[config.mk]
export PLATFORM = sky130hd
export DESIGN_NAME = thm_sample_ctrl
export DESIGN_NICKNAME = d
export VERILOG_FILES = /design/src/rtl/thm_pkg.sv /design/src/rtl/thm_timer.sv /design/src/rtl/thm_seq.sv /design/src/rtl/thm_avg.sv /design/src/rtl/thm_regs.sv /design/src/rtl/thm_sample_ctrl.sv
export SDC_FILE = /design/constraint.sdc
export NUM_CORES = 1
export LEC_CHECK = 0
export ABC_AREA = 1
export BUFFER_PORTS_ARGS = -buffer_cell sky130_fd_sc_hd__buf_2
export CORE_MARGIN = 4
export CORE_UTILIZATION = 30
export DETAILED_ROUTE_END_ITERATION = 10
export GPL_TIMING_DRIVEN = 0
export SYNTH_ARGS = -nofsm -noshare
export SYNTH_HDL_FRONTEND = slang
export SYNTH_HIERARCHICAL = 1
export SYNTH_SLANG_ARGS = --single-unit
export TNS_END_PERCENT = 50
[constraint.sdc]
create_clock -name clk -period 2.8 [get_ports clk]
set_input_delay 0.42 -clock clk [delete_from_list [all_inputs] [get_ports clk]]
set_output_delay 0.42 -clock clk [all_outputs]
set_load 0.005 [all_outputs]
[src/rtl/thm_pkg.sv]
package thm_pkg;
  localparam int OFF_CTRL0 = 'h00;
  localparam int OFF_CTRL2 = 'h40;
  localparam int OFF_INTC  = 'h44;
  localparam int OFF_STAT  = 'h48;
  localparam int OFF_FILT  = 'h70;
  localparam int OFF_CAL   = 'h74;
  localparam int OFF_DATA0 = 'h80;
  localparam logic [31:0] CAL_RST = 32'h0800_0800;
  localparam int TYPE_W = 2;
endpackage

[src/rtl/thm_timer.sv]
module thm_timer #(
  parameter int TICK_W = 12,
  parameter int PER_W  = 20
) (
  input  logic             clk,
  input  logic             rst,
  input  logic             run,
  input  logic [PER_W-1:0] per,
  output logic             tick
);
  logic [TICK_W-1:0] sub;
  logic [PER_W-1:0]  pcnt;

  always_ff @(posedge clk) begin
    if (rst || !run) begin
      sub  <= '0;
      pcnt <= '0;
      tick <= 1'b0;
    end else begin
      tick <= 1'b0;
      sub  <= sub + 1'b1;
      if (&sub) begin
        if (pcnt >= per) begin
          pcnt <= '0;
          tick <= 1'b1;
        end else begin
          pcnt <= pcnt + 1'b1;
        end
      end
    end
  end
endmodule

[src/rtl/thm_seq.sv]
module thm_seq #(
  parameter int NCH = 4,
  parameter int DW  = 12,
  localparam int CW = $clog2(NCH)
) (
  input  logic           clk,
  input  logic           rst,
  input  logic           tick,
  input  logic [NCH-1:0] en,
  output logic           req,
  output logic [CW-1:0]  chan,
  input  logic           sns_valid,
  input  logic [DW-1:0]  sns_data,
  output logic [NCH-1:0] smp_v,
  output logic [DW-1:0]  smp_d
);
  logic [NCH-1:0] pend, pend_n, live;
  logic [CW-1:0]  pick;
  logic           any;

  assign live  = pend & en;
  assign smp_d = sns_data;

  always_comb begin
    pick = '0;
    any  = 1'b0;
    for (int i = NCH - 1; i >= 0; i--) begin
      if (live[i]) begin
        pick = CW'(i);
        any  = 1'b1;
      end
    end
  end

  always_comb begin
    pend_n = live;
    if (req && sns_valid) pend_n[chan] = 1'b0;
    if (tick) pend_n = pend_n | en;
  end

  always_comb begin
    smp_v = '0;
    if (req && sns_valid) smp_v[chan] = 1'b1;
  end

  always_ff @(posedge clk) begin
    if (rst) begin
      pend <= '0;
      req  <= 1'b0;
      chan <= '0;
    end else begin
      pend <= pend_n;
      if (req) begin
        if (sns_valid) req <= 1'b0;
      end else if (any) begin
        req  <= 1'b1;
        chan <= pick;
      end
    end
  end
endmodule

[src/rtl/thm_avg.sv]
module thm_avg
  import thm_pkg::*;
#(
  parameter int DW = 12,
  localparam int CNT_W = 1 << TYPE_W,
  localparam int ACC_W = DW + CNT_W
) (
  input  logic              clk,
  input  logic              rst,
  input  logic              clr,
  input  logic              smp_v,
  input  logic [DW-1:0]     smp_d,
  input  logic              f_en,
  input  logic [TYPE_W-1:0] f_type,
  output logic              res_v,
  output logic [DW-1:0]     res_d
);
  logic [ACC_W-1:0] acc, sum;
  logic [CNT_W-1:0] cnt, gmask;
  logic [TYPE_W:0]  sh;

  assign sum   = acc + ACC_W'(smp_d);
  assign sh    = {1'b0, f_type} + 1'b1;
  assign gmask = CNT_W'((32'd2 << f_type) - 32'd1);

  always_ff @(posedge clk) begin
    if (rst || clr) begin
      acc   <= '0;
      cnt   <= '0;
      res_v <= 1'b0;
      if (rst) res_d <= '0;
    end else begin
      res_v <= 1'b0;
      if (smp_v) begin
        if (!f_en) begin
          res_v <= 1'b1;
          res_d <= smp_d;
        end else if (cnt == gmask) begin
          res_v <= 1'b1;
          res_d <= DW'(sum >> sh);
          acc   <= '0;
          cnt   <= '0;
        end else begin
          acc <= sum;
          cnt <= cnt + 1'b1;
        end
      end
    end
  end
endmodule

[src/rtl/thm_regs.sv]
module thm_regs
  import thm_pkg::*;
#(
  parameter int NCH   = 4,
  parameter int DW    = 12,
  parameter int PER_W = 20,
  parameter int ACQ_W = 16,
  parameter int AW    = 8,
  localparam int CW   = $clog2(NCH),
  localparam int WA_W = AW - 2
) (
  input  logic                    clk,
  input  logic                    rst,
  input  logic                    wr,
  input  logic                    rd,
  input  logic [AW-1:0]           addr,
  input  logic [31:0]             wdata,
  output logic [31:0]             rdata,
  input  logic [NCH-1:0]          res_v,
  input  logic [NCH-1:0][DW-1:0]  res_d,
  output logic [NCH-1:0]          en,
  output logic [PER_W-1:0]        per,
  output logic                    f_en,
  output logic [TYPE_W-1:0]       f_type,
  output logic                    f_wr,
  output logic [ACQ_W-1:0]        acq0,
  output logic [ACQ_W-1:0]        acq1,
  output logic [NCH-1:0]          stat,
  output logic [NCH-1:0]          ie,
  output logic                    irq
);
  localparam logic [WA_W-1:0] W_CTRL0 = WA_W'(OFF_CTRL0 >> 2);
  localparam logic [WA_W-1:0] W_CTRL2 = WA_W'(OFF_CTRL2 >> 2);
  localparam logic [WA_W-1:0] W_INTC  = WA_W'(OFF_INTC >> 2);
  localparam logic [WA_W-1:0] W_STAT  = WA_W'(OFF_STAT >> 2);
  localparam logic [WA_W-1:0] W_FILT  = WA_W'(OFF_FILT >> 2);
  localparam logic [WA_W-1:0] W_CAL   = WA_W'(OFF_CAL >> 2);
  localparam logic [WA_W-1:0] W_DATA0 = WA_W'(OFF_DATA0 >> 2);

  logic [WA_W-1:0] wa, doff;
  logic            dhit;
  logic [31:0]     cal, rmux;
  logic [NCH-1:0]  clr, stat_d, ie_d;
  logic [DW-1:0]   dat [NCH];
  logic            unused_lsb;

  assign wa         = addr[AW-1:2];
  assign unused_lsb = ^addr[1:0];
  assign doff       = wa - W_DATA0;
  assign dhit       = (wa >= W_DATA0) && (doff < WA_W'(NCH));
  assign f_wr       = wr && (wa == W_FILT);
  assign clr        = (wr && wa == W_STAT) ? wdata[8 +: NCH] : '0;
  assign stat_d     = (stat & ~clr) | res_v;
  assign ie_d       = (wr && wa == W_INTC) ? wdata[8 +: NCH] : ie;

  always_ff @(posedge clk) begin
    if (rst) begin
      acq0 <= '0; acq1 <= '0; en <= '0; ie <= '0; per <= '0;
      f_en <= 1'b0; f_type <= '0; cal <= CAL_RST;
      stat <= '0; irq <= 1'b0;
      for (int i = 0; i < NCH; i++) dat[i] <= '0;
    end else begin
      if (wr) begin
        case (wa)
          W_CTRL0: acq0 <= wdata[ACQ_W-1:0];
          W_CTRL2: begin en <= wdata[NCH-1:0]; acq1 <= wdata[16 +: ACQ_W]; end
          W_INTC:  begin ie <= wdata[8 +: NCH]; per <= wdata[12 +: PER_W]; end
          W_FILT:  begin f_en <= wdata[2]; f_type <= wdata[TYPE_W-1:0]; end
          W_CAL:   cal <= wdata;
          default: ;
        endcase
      end
      stat <= stat_d;
      irq  <= |(stat_d & ie_d);
      for (int i = 0; i < NCH; i++)
        if (res_v[i]) dat[i] <= res_d[i];
    end
  end

  always_comb begin
    rmux = '0;
    case (wa)
      W_CTRL0: rmux[ACQ_W-1:0] = acq0;
      W_CTRL2: begin rmux[NCH-1:0] = en; rmux[16 +: ACQ_W] = acq1; end
      W_INTC:  begin rmux[8 +: NCH] = ie; rmux[12 +: PER_W] = per; end
      W_STAT:  rmux[8 +: NCH] = stat;
      W_FILT:  rmux[2:0] = {f_en, f_type};
      W_CAL:   rmux = cal;
      default: if (dhit) rmux[DW-1:0] = dat[doff[CW-1:0]];
    endcase
  end

  always_ff @(posedge clk) begin
    if (rst) rdata <= '0;
    else if (rd) rdata <= rmux;
  end
endmodule

[src/rtl/thm_sample_ctrl.sv]
module thm_sample_ctrl
  import thm_pkg::*;
#(
  parameter int NCH    = 4,
  parameter int DW     = 12,
  parameter int TICK_W = 12,
  parameter int PER_W  = 20,
  parameter int ACQ_W  = 16,
  parameter int AW     = 8,
  localparam int CW    = $clog2(NCH)
) (
  input  logic             clk,
  input  logic             rst,
  input  logic             bus_wr,
  input  logic             bus_rd,
  input  logic [AW-1:0]    bus_addr,
  input  logic [31:0]      bus_wdata,
  output logic [31:0]      bus_rdata,
  output logic             sns_req,
  output logic [CW-1:0]    sns_chan,
  output logic [ACQ_W-1:0] sns_acq0,
  output logic [ACQ_W-1:0] sns_acq1,
  input  logic             sns_valid,
  input  logic [DW-1:0]    sns_data,
  output logic             irq
);
  logic [NCH-1:0]          ch_en, stat, ie, smp_v, res_v;
  logic [NCH-1:0][DW-1:0]  res_d;
  logic [PER_W-1:0]        per;
  logic                    f_en, f_wr, tick;
  logic [TYPE_W-1:0]       f_type;
  logic [DW-1:0]           smp_d;

  thm_regs #(.NCH(NCH), .DW(DW), .PER_W(PER_W), .ACQ_W(ACQ_W), .AW(AW)) u_regs (
    .clk(clk), .rst(rst), .wr(bus_wr), .rd(bus_rd), .addr(bus_addr),
    .wdata(bus_wdata), .rdata(bus_rdata), .res_v(res_v), .res_d(res_d),
    .en(ch_en), .per(per), .f_en(f_en), .f_type(f_type), .f_wr(f_wr),
    .acq0(sns_acq0), .acq1(sns_acq1), .stat(stat), .ie(ie), .irq(irq)
  );

  thm_timer #(.TICK_W(TICK_W), .PER_W(PER_W)) u_timer (
    .clk(clk), .rst(rst), .run(|ch_en), .per(per), .tick(tick)
  );

  thm_seq #(.NCH(NCH), .DW(DW)) u_seq (
    .clk(clk), .rst(rst), .tick(tick), .en(ch_en), .req(sns_req),
    .chan(sns_chan), .sns_valid(sns_valid), .sns_data(sns_data),
    .smp_v(smp_v), .smp_d(smp_d)
  );

  for (genvar g = 0; g < NCH; g++) begin : g_avg
    thm_avg #(.DW(DW)) u_avg (
      .clk(clk), .rst(rst), .clr(f_wr), .smp_v(smp_v[g]), .smp_d(smp_d),
      .f_en(f_en), .f_type(f_type), .res_v(res_v[g]), .res_d(res_d[g])
    );
  end
endmodule

Yosys cells after proc, flatten, opt, wreduce, memory -nomap -nowiden. Memories as Yosys holds them, arrays and structs flattened. Cells that the tools add are included.

Bits in registers: 304. Memories: 1. Bits in writable memories: 48. Logic and storage cells: 207.

Memories: u_regs.dat (words 4, bits a word 12, read ports 1, clocked after memory_dff 0, write ports 4, line thm_regs.sv:44) `logic [DW-1:0] dat [NCH];`.

Bitwise operators: 18. Shifts and indexed selects: 5. Reductions and logical operators: 40. Multiplexer cells: 78. $lt $le $gt $ge: 5. Add/sub/neg operators: 13. Equality and inequality tests: 14.

Operator list (count): 12-bit 2-to-1 mux (22); 16-bit by 12-bit adder with 16-bit output (4); 16-bit 2-to-1 mux (4); 16-bit by 3-bit >> shifter with 12-bit output (4); 16-bit case mux with 3 select lines (1); 4-bit 2-to-1 mux (9); 1-bit 2-to-1 mux (31); 6-bit by 5-bit == test with 1-bit output, second input constant (5); 4-bit case mux with 3 select lines (2); 20-bit by 1-bit adder with 20-bit output, second input constant (1); 20-bit >= comparator (1); 20-bit 2-to-1 mux (1); 4-bit case mux with 5 select lines (1); 2-bit AND reduction (10); 4-bit by 1-bit adder with 4-bit output, second input constant (4); 4-bit AND (4); 4-bit == test (4); 3-bit case mux with 5 select lines (1); 2-bit OR reduction (7); 12-bit by 1-bit adder with 12-bit output, second input constant (1); 3-bit by 1-bit != test with 1-bit output, second input constant (4); 12-bit AND reduction (1); 3-bit AND reduction (4); 4-bit OR reduction (3); other kinds (22) (44).

Logic depth before layout (Yosys ltp). Gate-level depths: netlist (run 1).

Depth in word-level cells: 9. Gate-level depth with buffers: 14.

Cells and area by module. Netlist (run 1), hierarchy kept.

Modules (own cells, without submodules): thm_avg (sequential area each 780.7 µm², cells each 387, instances 4, area an instance 2481.1 µm²); thm_regs (sequential area each 4083.9 µm², cells each 996, instances 1, area an instance 7669.9 µm²); thm_timer (sequential area each 660.6 µm², cells each 316, instances 1, area an instance 2138.3 µm²); thm_seq (sequential area each 140.1 µm², cells each 63, instances 1, area an instance 430.4 µm²); thm_sample_ctrl (sequential area each 0.0 µm², cells each 3, instances 1, area an instance 11.3 µm²).

Least setup slack after synthesis (run 1). No wires, ideal clock.

Path kind: reg-to-reg. Start point: reg u_regs.f_type[1]. End point: reg g_avg[0].u_avg.res_d[0], enable pin. Required time: 2.400 ns. Setup time: 0.400 ns. Arrival: 2.316 ns. Slack: 0.084 ns. Stages on the path, launching flop included: 7. Path buffers: 0. Period minus slack after synthesis: 2.716 ns. Path through: dfxtp_1 > nor2_2 > nor2_1 > nor2_2 > nor3_2 > nor2_2 > o31ai_1.

Longest elaborated chain between the ends: 5.

Ends and longest elaborated chain: start, declared (line thm_regs.sv:24) `output logic [TYPE_W-1:0] f_type,`; start signal, assigned (line thm_regs.sv:68) `W_FILT: begin f_en <= wdata[2]; f_type <= wdata[TYPE_W-1:0]; end`; 2-bit by 2-bit << shifter with 4-bit output (line thm_avg.sv:24) `assign gmask = CNT_W'((32'd2 << f_type) - 32'd1);`; 4-bit by 1-bit subtractor with 4-bit output (line thm_avg.sv:24); 4-bit == test (line thm_avg.sv:38) `end else if (cnt == gmask) begin`; 3-bit by 1-bit != test with 1-bit output (no line); 3-bit AND reduction (no line); end signal, assigned (line thm_avg.sv:37) `res_d <= smp_d;`; end signal, assigned (line thm_avg.sv:40) `res_d <= DW'(sum >> sh);`; end, declared (line thm_avg.sv:16) `output logic [DW-1:0] res_d`.

No other way between the ends. A chain may end at the register's enable or synchronous reset.

Worst setup path after layout (run 1).
Start point: in bus_addr[3]. End point: reg g_avg[3].u_avg.res_d[9], data pin.

Longest elaborated chain between the ends: 4.

Ends and longest elaborated chain: start, declared (line thm_sample_ctrl.sv:16) `input logic [AW-1:0] bus_addr,`; 6-bit by 5-bit == test with 1-bit output (line thm_regs.sv:51) `assign f_wr = wr && (wa == W_FILT);`; 1-bit logical AND (line thm_regs.sv:51); via f_wr (line thm_sample_ctrl.sv:30) `logic f_en, f_wr, tick;`; 1-bit logical OR (line thm_avg.sv:27) `if (rst || clr) begin`; 12-bit 2-to-1 mux (line thm_avg.sv:27); end signal, assigned (line thm_avg.sv:37); end signal, assigned (line thm_avg.sv:40); end, declared (line thm_avg.sv:16).

The timed path passes the listed nets, and every way through them passes these cells.

==> results of run 1 <==
## cell families (layout without fill, tap and decap cells)
family                     after synthesis  count (layout)
and+or+nand+nor                       1522            1522
buffers and inverters                  494             680
AOI/OAI and AO/OA                      457             457
DFF                                    352             352
adders and majority gates               78              78
xor gates and xnor gates                23              23
other                                    0               2
## flip-flops by register name (all words and copies together) (netlist names), 2 cells and up
name / flops
g_avg.u_avg/cnt: 16
g_avg.u_avg/res_d: 48
u_regs/per: 20
u_regs/f_type: 2
u_regs/acq1: 16
g_avg.u_avg/acc: 64
u_regs/dat: 48
u_regs/acq0: 16
g_avg.u_avg/res_v: 4
u_regs/ie: 4
u_regs/cal: 32
u_timer/sub: 12
u_seq/pend: 4
u_seq/chan: 2
u_regs/stat: 4
u_timer/pcnt: 20
u_regs/rdata: 32
u_regs/en: 4
## cell type report
type | instances | area, sq um
Inverter | 381 | 1430
Antenna cell | 2 | 5.00
Timing Repair Buffer | 110 | 556
Sequential cell | 352 | 8010
Clock buffer | 58 | 1160
Tap cell | 864 | 1080
Multi-Input combinational cell | 2080 | 10200
Buffer | 113 | 568
Clock inverter | 18 | 241
Fill cell | 7132 | 43000
## synth_stat cells (all sizes together)
cell type,count,area (sq um)
nand2,798,3040
inv,369,1390
nor2,331,1370
nand3,313,1590
dfxtp,256,5120
a21oi,236,1180
o21ai,155,783
edfxtp,96,2880
ha,74,926
buf,58,360
clkbuf,55,208
o211ai,31,233
nand4,29,181
a31oi,17,106
nor3,17,121
or2,14,87.6
and2,12,75.1
clkinv,12,45.0
xnor2,12,105
xor2,11,96.3
nand3b,8,60.1
o22ai,5,31.3
a22oi,4,30.0
fa,4,80.1
o31ai,4,30.0
a21o,2,15.0
a21boi,1,7.51
o21a,1,7.51
o21bai,1,7.51
## metrics by stage
step | TNS (ns) | setup WS, ns
3_3_place_gp | -63.35 | -0.885
6_report | 0 | 0.169
5_1_grt | 0 | 0.0254
3_5_place_dp | -39.91 | -0.450
2_1_floorplan | 0 | 0.0837
4_1_cts | 0 | 0.0911
## worst reg2reg max path: cells and delay by family, from the launching register on
kind	cells	cell delay, ns
simple gates	5	0.65
compound gates	1	0.51
buf+inv	1	0.34
flops	1	0.73
## report_power, final
| group | switching, mW | total (mW) | internal [mW] |
|---|---|---|---|
| Combinational | 0.509 | 0.707 | 0.198 |
| Sequential | 0.0276 | 5.33 | 5.31 |
| Clock | 2.26 | 5.56 | 3.29 |
| Total | 2.80 | 11.6 | 8.80 |
## timing repair
| action | in CTS | in global routing |
|---|---|---|
| resized for setup | 3 | 2 |
| setup endpoints to repair | 28 | 33 |
| setup buffers | 0 | 0 |
| pin swaps | 0 | 0 |
## worst max path at each step
stage	startpoint	endpoint	cells after the start
finish	bus_addr[3]	g_avg[3].u_avg/res_d[9]	9
global route	bus_addr[3]	g_avg[3].u_avg/res_d[9]	9
CTS	bus_addr[3]	g_avg[0].u_avg/res_d[2]	9
detailed placement	bus_addr[3]	g_avg[0].u_avg/res_d[2]	9
global placement	u_regs/f_type[1]	g_avg[0].u_avg/res_d[8]	6
floorplan	u_regs/f_type[1]	g_avg[0].u_avg/res_d[0]	6
## per-layer routing
metal / vias to the layer above / track usage / wire (um)
met4: 4 / 0.0475 / 1490
li1: 9816 / - / -
met2: 567 / 0.274 / 27600
met5: - / 0 / 23
met3: 92 / 0.0315 / 4830
met1: 8831 / 0.238 / 29100
==> reports/metrics.cfg, run 1 <==
[run_status]
status = complete, no violations

[finish]
fin_nets = 3214
layout_common_cells = nand2_1 (783), inv_1 (353), nand3_1 (311)
fin_cells = 3978
synthToLayoutAreaGrowth_pct = 15.3
final_cell_area_sq_um = 23300
final_common_cell = nand2_1
utilization = 0.351
drive_gt1_frac = 0.0983

[placement]
post-dp-hpwl_mm = 47.6
numPortBuffers = 108
gp_congestion = 0.875
placed_cell_area_sq_um = 21800
placed_cells = 3900

[synthesis]
syn_avg_cell_area_sq_um = 6.89
syn_inst = 2926
synth_compound_area_frac = 0.121
synthAdderAreaFrac = 0.0499
seq_area_frac_synth = 0.397
synthMuxAreaShare = 0
synth_top_family_by_area = simple AND/OR/NAND/NOR gates
syn-cell-area_sq_um = 20200
yosys.area_share.simple = 0.324
synth_cell_types = 46
syn_nets = 3061
synth-xor-area-share = 0.00999
ys_ff_latch = 352
yosys_warnings = 6

[critical_path]
reg2reg_from = u_regs/f_type[0]
r2r_cells = 7
path_delay_family = buffers and inverters
crit_path_frequent_cell = buf_2
startpoint_type = input port
end_kind = flip-flop
reg2reg_slack_ns = 0.18
crit_buf_inv = 5
path_cells = buf_2 > nor2_4 > buf_2 > nand3_1 > clkinvlp_4 > nor2_1 > clkinv_1 > clkbuf_1 > a21oi_1
crit_slowest_cell = nor2_1
cp.arrival_ns = 3.02
critical-path-max-stage-delay_ns = 0.51
r2r-end = g_avg[3].u_avg/res_d[10]
crit_type = input port to flip-flop
crit_path_max_fanout = 11
cp.required_ns = 3.19

[cts]
root_buffer = clkbuf_16
clock_sink_count = 352
cts-htree-levels = 2
cts_buffers = 41
tritoncts = built
insertion_delay_ns = 0.57
cts.path.max_buffers = 3
cts_hold_buf = 0
path_clk_slew_ns = 0.06

[sta]
maxSlewViolCount = 0
relSlewSlack = 0.478
clock_skew_ns = 0.0240
tightest_slew_ns = 0.784
hold_violations = 0
rsz0062_at_grt = no
fin_crit_sh = 0.940
hold_slack_ns = 0.106
fin_crit_ns = 2.63
fmax_mhz = 380
setup_viol = 0

[power]
total_power_mw = 11.6
vdd_ir_drop_max_mv = 0.354
power.density_nw_per_um2 = 499
power_leakage_nw = 9.98

[floorplanning]
fp.dieW_um = 267
die-area_sq_um = 71500
ios = 125
core-area_sq_um = 66200
num_rows = 94
start_util = 0.305
die_h_um = 267

[routing]
drt-total-wl_mm = 63.0
route.detailed.wl_per_inst_um = 15.8
vias = 19300
drc = 0
drt_iter0_drc = 1496
vias_per_cell = 4.85
route.antenna.remaining_nets = 0
firstDrtPassIters = 6

[min_path]
worstHoldStart = bus_wdata[6]
hold_depth = 3
hp-class = input port to flip-flop
hold_end = u_regs/acq0[6]

[global_route]
gr-total-overflow = 0
grt_pass1_vias = 17900
grt_pass1_wl_mm = 97.6
grt_max_degree = 31
antenna_found_initial = 4
grt_usage = 0.172

[job]
drv_cap = 0

Note: power is estimated with default switching activity, not from simulation.
==> run 2: changes to the inputs <==
--- a/config.mk
+++ b/config.mk
@@ -8,9 +8,10 @@
 export ABC_AREA = 1
 export BUFFER_PORTS_ARGS = -buffer_cell sky130_fd_sc_hd__buf_2
 export CORE_MARGIN = 4
-export CORE_UTILIZATION = 30
+export CORE_UTILIZATION = 56
 export DETAILED_ROUTE_END_ITERATION = 10
 export GPL_TIMING_DRIVEN = 0
+export PLACE_DENSITY = 0.77
 export SYNTH_ARGS = -nofsm -noshare
 export SYNTH_HDL_FRONTEND = slang
 export SYNTH_HIERARCHICAL = 1
==> run 2 against run 1 <==
  * Final area fell by 2.4%
  * Core utilization rose by 29 points
  * Worst setup slack got worse by 0.11 ns
  * Total power fell by 0.97%
  * Combinational power fell by 2%
  * Fmax fell by 4.2%
  * Die area fell by 45%
  * Register-to-register slack got worse by 0.12 ns
  * Sequential power barely moved
  * Clock skew fell by 0.0063 ns
  * Highest routed layer unchanged
==> reports/metrics.cfg, run 2 (synthesis results as in run 1) <==
[floorplanning]
die_h_um = 198  ; -26%
fp.dieW_um = 198  ; -26%
core-area_sq_um = 35600  ; -46%
num_rows = 69  ; -27%
ios = 125  ; unchanged
die-area_sq_um = 39100  ; -45%
start_util = 0.567  ; +0.263

[routing]
vias = 19900  ; +3.2%
vias_per_cell = 5.59  ; +15%
firstDrtPassIters = 6  ; unchanged
drt_iter0_drc = 1978  ; +32%
route.antenna.remaining_nets = 0  ; unchanged
drt-total-wl_mm = 59.4  ; -5.7%
route.detailed.wl_per_inst_um = 16.7  ; +5.1%
drc = 0  ; unchanged

[sta]
tightest_slew_ns = 0.969  ; +0.185 ns
setup_viol = 0  ; unchanged
rsz0062_at_grt = yes
clock_skew_ns = 0.0177  ; -0.00626 ns
fin_crit_ns = 2.74  ; +0.114 ns
hold_violations = 0  ; unchanged
maxSlewViolCount = 0  ; unchanged
relSlewSlack = 0.350  ; -0.127
fin_crit_sh = 0.980  ; +0.0407
fin_setup_tns_ns = 0  ; unchanged
fmax_mhz = 364  ; -4.2%

[cts]
tritoncts = built
cts_hold_buf = 0  ; unchanged
insertion_delay_ns = 0.56  ; about the same
cts-htree-levels = 2  ; unchanged
path_clk_slew_ns = 0.06  ; about the same
post_cts_buffers = 0  ; unchanged
cts_buffers = 39  ; -4.9%
root_buffer = clkbuf_16
clock_sink_count = 352  ; unchanged
cts.path.max_buffers = 3  ; unchanged

[placement]
gp_congestion = 0.967  ; +10%
post-dp-hpwl_mm = 44.7  ; -6.1%
numPortBuffers = 108  ; unchanged
placed_cell_area_sq_um = 21300  ; -2.4%

[critical_path]
reg2reg_from = u_regs/f_type[0]
r2r-end = g_avg[0].u_avg/res_d[0]
end_kind = flip-flop
reg2reg_slack_ns = 0.06  ; -0.12 ns
r2r_cells = 7  ; unchanged
crit_type = flip-flop to flip-flop
startpoint_type = flip-flop
cp.required_ns = 2.97  ; -0.22 ns
crit_path_max_fanout = 12  ; +1
cp.arrival_ns = 2.91  ; -0.11 ns

[min_path]
hold_end = u_regs/acq0[5]
hold_depth = 3  ; unchanged
worstHoldStart = bus_wdata[5]
hp-class = input port to flip-flop

[power]
power_leakage_nw = 9.96  ; -0.15%
power.density_nw_per_um2 = 506  ; +1.5%
vdd_ir_drop_max_mv = 0.622  ; +76%

[finish]
drive_gt1_frac = 0.0970  ; -0.00136
synthToLayoutAreaGrowth_pct = 12.6
reg.largest.list = g_avg.u_avg/acc x64, g_avg.u_avg/res_d x48, u_regs/dat x48
fin_nets = 3210  ; -0.12%
final_cell_area_sq_um = 22700  ; -2.4%
top_register = g_avg.u_avg/acc
utilization = 0.638  ; +0.287
layout_common_cells = nand2_1 (783), inv_1 (353), nand3_1 (311)
final_common_cell = nand2_1
largest_reg_flops = 64  ; unchanged
n_fill_cell = 3243  ; -55%

[global_route]
grt_pass1_wl_mm = 93.8  ; -3.9%
grt_pass1_vias = 18800  ; +5.0%
antenna_found_initial = 1  ; -3
grt_usage = 0.295  ; +0.124
grt_max_degree = 31  ; unchanged
gr-total-overflow = 0  ; unchanged

[job]
drv_cap = 0  ; unchanged

[run_status]
status = complete, no violations

[run 2: changes by cell type in the layout (fill, tap and decap cells not counted), sizes merged]
cell,before,now
clkinvlp,6,3
clkinv,20,18
inv,369,372
buf,168,166
bufinv,4,6
clkbuf,113,107
diode,2,1
[run 2: worst max path at each step]
stage / from / endpoint / slack, ns / depth (start not counted)
2_1_floorplan: u_regs/f_type[1] / g_avg[0].u_avg/res_d[0] / 0.08 / 6
3_3_place_gp: u_regs/f_type[1] / g_avg[2].u_avg/res_d[3] / -0.70 / 6
3_5_place_dp: u_regs/f_type[1] / g_avg[1].u_avg/res_d[4] / -0.36 / 6
4_1_cts: u_regs/f_type[0] / g_avg[3].u_avg/res_d[1] / 0.06 / 7
5_1_grt: u_regs/f_type[0] / g_avg[0].u_avg/res_d[4] / -0.09 / 7
6_report: u_regs/f_type[0] / g_avg[0].u_avg/res_d[0] / 0.06 / 7
[run 2: repair_timing]
action | 4_1_cts | 5_1_grt
setup endpoints to repair | 48 | 27
resized for setup | 3 | 3
gates cloned | 0 | 0
[run 2: worst max-delay path, cell delays in order, from the launching register on]
cell,delay (ns)
dfxtp_1,0.65
buf_2,0.31
nor2_2,0.09
nor2_1,0.16
nor2_2,0.05
nor3_2,0.23
nor2_2,0.09
o31ai_2,0.78
[run 2: metal layers]
layer,track usage,share of wire,vias to the layer above
met5,0,0.00019,-
met4,0.119,0.042,2
met3,0.0499,0.085,161
met2,0.506,0.47,855
met1,0.373,0.40,9118
li1,-,-,9800
[run 2: stage by stage]
| step | instances | power (mW) | hold slack [ns] | worst slack [ns] |
|---|---|---|---|---|
| 2_1_floorplan | 2926 | 5.87 | 0.418 | 0.0837 |
| 3_3_place_gp | 3495 | 6.11 | 0.429 | -0.698 |
| 3_5_place_dp | 3495 | 6.12 | 0.441 | -0.356 |
| 4_1_cts | 3565 | 11.6 | 0.102 | 0.0559 |
| 5_1_grt | 3565 | 11.8 | 0.141 | -0.0890 |
| 6_report | 3566 | 11.5 | 0.131 | 0.0550 |
[run 2: area by class of cell]
cell class              instances  area [sq um]  share of cell area
diodes                          1          2.50            0.000110
plain buffers                 113           568              0.0250
clock buffers                  52          1090              0.0478
clock inverters                18           274              0.0121
inverters                     381          1430              0.0631
multi-input cells            2080         10200               0.450
flip-flops and latches        352          8010               0.353
well taps                     461           577              0.0254
repair buffers                108           541              0.0238
[run 2: power breakdown]
part / internal, mW / switching [mW] / total, mW
clock: 3.31 / 2.15 / 5.45
sequential: 5.31 / 0.0304 / 5.34
combinational: 0.197 / 0.499 / 0.696
total: 8.81 / 2.68 / 11.5
